`config.mk`:
```
export PLATFORM = sky130hd
export DESIGN_NAME = pm_state_ctrl
export DESIGN_NICKNAME = d
export VERILOG_FILES = /design/src/rtl/pm_pkg.sv /design/src/rtl/pm_trans_check.sv /design/src/rtl/pm_wake_ctrl.sv /design/src/rtl/pm_recovery.sv /design/src/rtl/pm_state_ctrl.sv
export SDC_FILE = /design/constraint.sdc
export NUM_CORES = 1
export LEC_CHECK = 0
export CAP_MARGIN = 20
export CORE_ASPECT_RATIO = 0.75
export CORE_MARGIN = 2
export CORE_UTILIZATION = 37
export DETAILED_ROUTE_END_ITERATION = 7
export PLACE_DENSITY_LB_ADDON = 0.08
export SETUP_SLACK_MARGIN = 0.3
export SLEW_MARGIN = 20
export SYNTH_ARGS = -nofsm -noshare
export SYNTH_HDL_FRONTEND = slang
export SYNTH_SLANG_ARGS = --single-unit
```
`constraint.sdc`:
```
create_clock -name clk_i -period 2.3 [get_ports clk_i]
set_clock_uncertainty 0.05 [all_clocks]
set_input_delay 0.69 -clock clk_i [delete_from_list [all_inputs] [get_ports clk_i]]
set_output_delay 0.69 -clock clk_i [all_outputs]
set_load 0.01 [all_outputs]
```
`src/rtl/pm_pkg.sv`:
```
package pm_pkg;
  typedef enum logic [1:0] {
    PS_D0  = 2'd0,
    PS_D1  = 2'd1,
    PS_D2  = 2'd2,
    PS_D3H = 2'd3
  } pstate_e;

  localparam int CSR_WEN_BIT   = 8;
  localparam int CSR_WSTS_BIT  = 15;
  localparam int CAP_D1_BIT    = 9;
  localparam int CAP_D2_BIT    = 10;
  localparam int CAP_WMASK_LSB = 11;
  localparam logic [2:0] CAP_VERSION = 3'd3;
endpackage

```
`src/rtl/pm_trans_check.sv`:
```
module pm_trans_check
  import pm_pkg::*;
#(
  parameter bit D1_SUP = 1'b1,
  parameter bit D2_SUP = 1'b1
) (
  input  pstate_e cur_i,
  input  pstate_e req_i,
  input  logic    req_vld_i,
  output logic    accept_o,
  output logic    reject_o,
  output logic    exit_d3h_o
);
  logic [3:0] sup;
  logic deeper, same, to_d0, legal;

  assign sup = {1'b1, 1'(D2_SUP), 1'(D1_SUP), 1'b1};

  always_comb begin
    deeper     = req_i > cur_i;
    same       = req_i == cur_i;
    to_d0      = req_i == PS_D0;
    legal      = to_d0 | same | (deeper & sup[req_i]);
    accept_o   = req_vld_i & legal & ~same;
    reject_o   = req_vld_i & ~legal;
    exit_d3h_o = accept_o & to_d0 & (cur_i == PS_D3H);
  end
endmodule

```
`src/rtl/pm_wake_ctrl.sv`:
```
module pm_wake_ctrl
  import pm_pkg::*;
#(
  parameter logic [4:0] WAKE_MASK = 5'b11001
) (
  input  logic    clk_i,
  input  logic    rst_ni,
  input  logic    wr_en_i,
  input  logic    wen_bit_i,
  input  logic    wsts_bit_i,
  input  pstate_e req_i,
  input  pstate_e cur_i,
  input  logic    evt_i,
  output logic    en_o,
  output logic    sts_o,
  output logic    fail_o,
  output logic    wake_n_o
);
  logic en_q, sts_q, req_sup, cur_sup;

  always_comb begin
    if (req_i == PS_D3H) req_sup = WAKE_MASK[3] | WAKE_MASK[4];
    else                 req_sup = WAKE_MASK[3'(req_i)];
    cur_sup = WAKE_MASK[3'(cur_i)];
    fail_o  = wr_en_i & wen_bit_i & ~req_sup;
  end

  always_ff @(posedge clk_i or negedge rst_ni) begin
    if (!rst_ni) begin
      en_q  <= 1'b0;
      sts_q <= 1'b0;
    end else begin
      if (wr_en_i) begin
        if (!wen_bit_i)   en_q <= 1'b0;
        else if (req_sup) en_q <= 1'b1;
      end
      // event beats a same-cycle clear
      if (evt_i)                        sts_q <= 1'b1;
      else if (wr_en_i && wsts_bit_i)   sts_q <= 1'b0;
    end
  end

  assign en_o     = en_q;
  assign sts_o    = sts_q;
  assign wake_n_o = ~(en_q & sts_q & cur_sup);

  a_r6_sts_sticky: assert property (@(posedge clk_i) disable iff (!rst_ni)
    sts_q && !(wr_en_i && wsts_bit_i) |=> sts_q);
  a_r6_evt_sets: assert property (@(posedge clk_i) disable iff (!rst_ni)
    evt_i |=> sts_q);
  a_r5_fail_keeps_en: assert property (@(posedge clk_i) disable iff (!rst_ni)
    fail_o |=> $stable(en_q));
endmodule

```
`src/rtl/pm_recovery.sv`:
```
module pm_recovery #(
  parameter int unsigned CYCLES = 16
) (
  input  logic clk_i,
  input  logic rst_ni,
  input  logic load_i,
  output logic busy_o
);
  localparam int unsigned CW = $clog2(CYCLES + 2);
  logic [CW-1:0] cnt_q;

  always_ff @(posedge clk_i or negedge rst_ni) begin
    if (!rst_ni)            cnt_q <= '0;
    else if (load_i)        cnt_q <= CW'(CYCLES);
    else if (cnt_q != '0)   cnt_q <= cnt_q - 1'b1;
  end

  assign busy_o = cnt_q != '0;

  a_r9_bounded: assert property (@(posedge clk_i) disable iff (!rst_ni)
    cnt_q <= CW'(CYCLES));
endmodule

```
`src/rtl/pm_state_ctrl.sv`:
```
module pm_state_ctrl
  import pm_pkg::*;
#(
  parameter bit          D1_SUP          = 1'b1,
  parameter bit          D2_SUP          = 1'b1,
  parameter logic [4:0]  WAKE_MASK       = 5'b11001,
  parameter bit          D3H_KEEP_CTX    = 1'b0,
  parameter int unsigned RECOVERY_CYCLES = 10
) (
  input  logic        clk_i,
  input  logic        rst_ni,
  input  logic        main_pwr_i,
  input  logic        wr_en_i,
  input  logic [15:0] wr_data_i,
  input  logic        wake_evt_i,
  output logic [15:0] cap_o,
  output logic [15:0] csr_o,
  output logic [1:0]  state_o,
  output logic        access_en_o,
  output logic        ctx_rst_o,
  output logic        wake_n_o,
  output logic        req_err_o
);
  logic    por_n;
  pstate_e state_q, req_state;
  logic    accept, reject, exit_d3h, wake_fail;
  logic    wen, wsts, rec_busy, ctx_q, err_q;

  // losing main power acts as a full power-on reset
  assign por_n     = rst_ni & main_pwr_i;
  assign req_state = pstate_e'(wr_data_i[1:0]);

  pm_trans_check #(.D1_SUP(D1_SUP), .D2_SUP(D2_SUP)) u_trans (
    .cur_i      (state_q),
    .req_i      (req_state),
    .req_vld_i  (wr_en_i),
    .accept_o   (accept),
    .reject_o   (reject),
    .exit_d3h_o (exit_d3h)
  );

  pm_wake_ctrl #(.WAKE_MASK(WAKE_MASK)) u_wake (
    .clk_i      (clk_i),
    .rst_ni     (por_n),
    .wr_en_i    (wr_en_i),
    .wen_bit_i  (wr_data_i[CSR_WEN_BIT]),
    .wsts_bit_i (wr_data_i[CSR_WSTS_BIT]),
    .req_i      (req_state),
    .cur_i      (state_q),
    .evt_i      (wake_evt_i),
    .en_o       (wen),
    .sts_o      (wsts),
    .fail_o     (wake_fail),
    .wake_n_o   (wake_n_o)
  );

  pm_recovery #(.CYCLES(RECOVERY_CYCLES)) u_rec (
    .clk_i  (clk_i),
    .rst_ni (por_n),
    .load_i (exit_d3h),
    .busy_o (rec_busy)
  );

  always_ff @(posedge clk_i or negedge por_n) begin
    if (!por_n) begin
      state_q <= PS_D0;
      ctx_q   <= 1'b0;
      err_q   <= 1'b0;
    end else begin
      if (accept) state_q <= req_state;
      ctx_q <= exit_d3h & ~D3H_KEEP_CTX;
      err_q <= reject | wake_fail;
    end
  end

  always_comb begin
    cap_o = '0;
    cap_o[2:0] = CAP_VERSION;
    cap_o[CAP_D1_BIT] = D1_SUP;
    cap_o[CAP_D2_BIT] = D2_SUP;
    cap_o[CAP_WMASK_LSB +: 5] = WAKE_MASK;
    csr_o = '0;
    csr_o[1:0] = state_q;
    csr_o[CSR_WEN_BIT]  = wen;
    csr_o[CSR_WSTS_BIT] = wsts;
  end

  assign state_o     = state_q;
  assign access_en_o = por_n & (state_q == PS_D0) & ~rec_busy;
  assign ctx_rst_o   = ctx_q | ~por_n;
  assign req_err_o   = err_q;

  a_r3_never_shallower: assert property (@(posedge clk_i) disable iff (!por_n)
    (state_q != $past(state_q)) |-> (state_q == PS_D0 || state_q > $past(state_q)));
  a_r2_hold_no_write: assert property (@(posedge clk_i) disable iff (!por_n)
    !wr_en_i |=> $stable(state_q));
  a_r8_access_off: assert property (@(posedge clk_i) disable iff (!por_n)
    state_q != PS_D0 |-> !access_en_o);
  a_r10_ctx_one_cycle: assert property (@(posedge clk_i) disable iff (!por_n)
    ctx_q |=> !ctx_q);
endmodule

```
==> results.toml <==
[critical_path]
cp.required_ns = 1.56
end_kind = "output pin"
worst-path-buf-inv = 2
slowest_delay_ns = 0.39
startpoint_type = "register"
path_class = "reg -> out"
critPathTopFamily = "flip-flops"
crit_chain = "inv_2 > ha_4 > nor3b_4 > and3_4 > buf_6"
crit_path_top_delay_cell = "dfrtp_1"
reg2reg_setup_slack_ns = 0.51
reg2reg_depth = 7
worstPathArrival_ns = 1.35
cp.depth = 5
path_max_fanout = 2

[yosys]
yosys_warnings = 0
synthCells = 88
seq_area_frac_synth = 0.305
synth.avg_cell_area_sq_um = 9.31
synth_area_sq_um = 820
synthFlopType = "dfrtp_1"
synth_cell_types = 24
ys_ff_latch = 10
synth_edf_count = 0
synthArstFlopShare = 1.00

[routing]
vias = 582
drc = 0
wl_per_cell_microns = 10.2
drt_iter0_drc = 1
ant_nets = 0
via_per_inst = 4.22
routed_wirelength_microns = 1400
drt_first_pass_iters = 3

[timing]
hold_slack_ns = 0.478
hold_viol_final = 0
setup_viol = 0
fin_crit_sh = 0.908
grt_setup_unrepaired = "yes"
max_freq_ghz = 0.479
maxSlewViolCount = 0
fin_ws_ns = 0.212
fin_crit_ns = 2.09

[power]
intPower_mw = 0.700
seq_power_share = 0.267
switchingPower_mw = 0.407
swShare = 0.368
pwr-share-comb = 0.590
totalPowerFinal_mw = 1.11
clkPwrFrac = 0.143
power_leakage_nw = 0.584
irDropWorstVdd_mv = 0.572
p_per_area_mw_per_mm2 = 1050

[clocking]
clock-sinks = 10
numCtsBuffers = 3
clk_pin_slew_ns = 0.07
tritoncts = "done"
clkLatencyLatePin_ns = 0.26
clockBufferDepth = 2
ctsHoldBuffers = 0
root_buffer = "clkbuf_4"
htreeDepth = 1

[global_routing]
grt_pass1_vias = 501
antenna_found_initial = 0
grt_max_degree = 11
grt_use_total = 0.119
grt_pass1_wl_microns = 2250
grt_overflow = 0

[flow_run]
maxCapViolations = 0

[layout]
layout-drive-gt1-share = 0.263
instances_no_fill = 138
design_area_sq_mm = 0.00105
layout_commonest_cell = "conb_1"
area_growth_pct = 28.7
diodes = 0
finalNetCount = 143
final_cell_mix = "28 x conb_1, 11 x buf_4, 10 x dfrtp_1, 7 x clkdlybuf4s50_1, 5 x ha_1"

[hold_path]
holdPathStages = 1
hp-class = "reg -> reg"

[placed_design]
dp_slack_ns = -0.433
post_dp_cell_area_sq_um = 915
gp_congestion = 0.722
dp_hpwl_microns = 1050
portBuffers = 18
placed_cells = 127

[floorplanning]
dieHeight_microns = 44.8
die_w_microns = 58.3
core_sq_mm = 0.00205
die_area_sq_mm = 0.00261
num_rows = 14
start_util = 0.400
io_pins = 59

[run_status]
status = "complete, no violations"
==> worst register-to-register path, cell delays in order, from the launching register on <==
cell and delay [ns]:
dfrtp_1 0.37, inv_2 0.06, buf_4 0.13, buf_4 0.13, ha_1 0.31, nor2b_2 0.17, o311ai_4 0.26, mux2i_1 0.24
==> power by group through the flow <==
stage	sequential, mW	combinational (mW)	clock [mW]
after floorplan	0.300	0.359	0
after global placement	0.290	0.515	0
after detailed placement	0.294	0.515	0
after CTS	0.291	0.619	0.165
after global routing	0.306	0.725	0.174
final	0.296	0.654	0.158
==> repair_timing <==
action / CTS / global route
setup endpoints to repair: 7 / 11
pin swaps: 4 / 3
buffers inserted: 5 / 2
gates resized for setup: 29 / 9
==> per-stage QoR <==
stage,setup TNS (ns),util
final,0,0.515
after global routing,0,0.515
after CTS,0,0.497
after detailed placement,-0.759,0.446
after global placement,-0.752,0.446
after floorplan,0,-
==> synth_stat cells (2+ instances only) <==
cell,n,area share
nor2_1,2,0.0092
dfrtp_1,10,0.31
nand2b_1,2,0.015
buf_4,32,0.29
inv_1,8,0.037
nor3_1,2,0.012
nand2_1,3,0.014
a211o_1,3,0.032
a21oi_1,2,0.012
conb_1,2,0.0092
ha_1,7,0.11
mux2i_1,2,0.024
xnor2_1,2,0.021
==> state kept, by name (all words and copies together) (netlist names) <==
register,cells
u_wake.sts_o,1
u_rec.cnt_q,4
req_err_o,1
state_o,2
ctx_q,1
u_wake.en_o,1
==> metal layers <==
metal | GRT usage | share of wire | vias up
met5 | 0 | 0 | -
met4 | 0.0558 | 0.011 | 0
met3 | 0.0573 | 0.12 | 2
met2 | 0.180 | 0.42 | 39
met1 | 0.144 | 0.45 | 261
li1 | - | - | 280
==> final cells by class <==
class                           instances  area (sq um)
Fill cell                             192           995
Timing Repair Buffer                   29           262
Clock buffer                            4          36.3
Multi-Input combinational cell         63           447
Inverter                                8          30.0
Sequential cell                        10           250
Tap cell                               24          30.0
==> logic make-up after synthesis <==
group                    Yosys count  synth area share
AO/OA/AOI/OAI                      8            0.0825
XOR/XNOR                           2            0.0214
adder cells (fa/ha/maj)            7             0.107
buffers and inverters             41             0.334
flip-flops                        10             0.305
multiplexers                       2            0.0244
other                              2           0.00916
AND/OR/NAND/NOR                   16             0.116
==> path summary, 6_finish.rpt <==
path | startpoint | endpoint
worst max-delay path | u_rec.cnt_q[1] | access_en_o
worst min-delay path | u_wake.sts_o | u_wake.sts_o
worst max register to register | state_o[1] | state_o[1]
worst min register to register | u_wake.sts_o | u_wake.sts_o
max in group asynchronous | rst_ni | u_rec.cnt_q[1]
min in group asynchronous | main_pwr_i | u_rec.cnt_q[3]
Power figures use the tool's default switching activity.
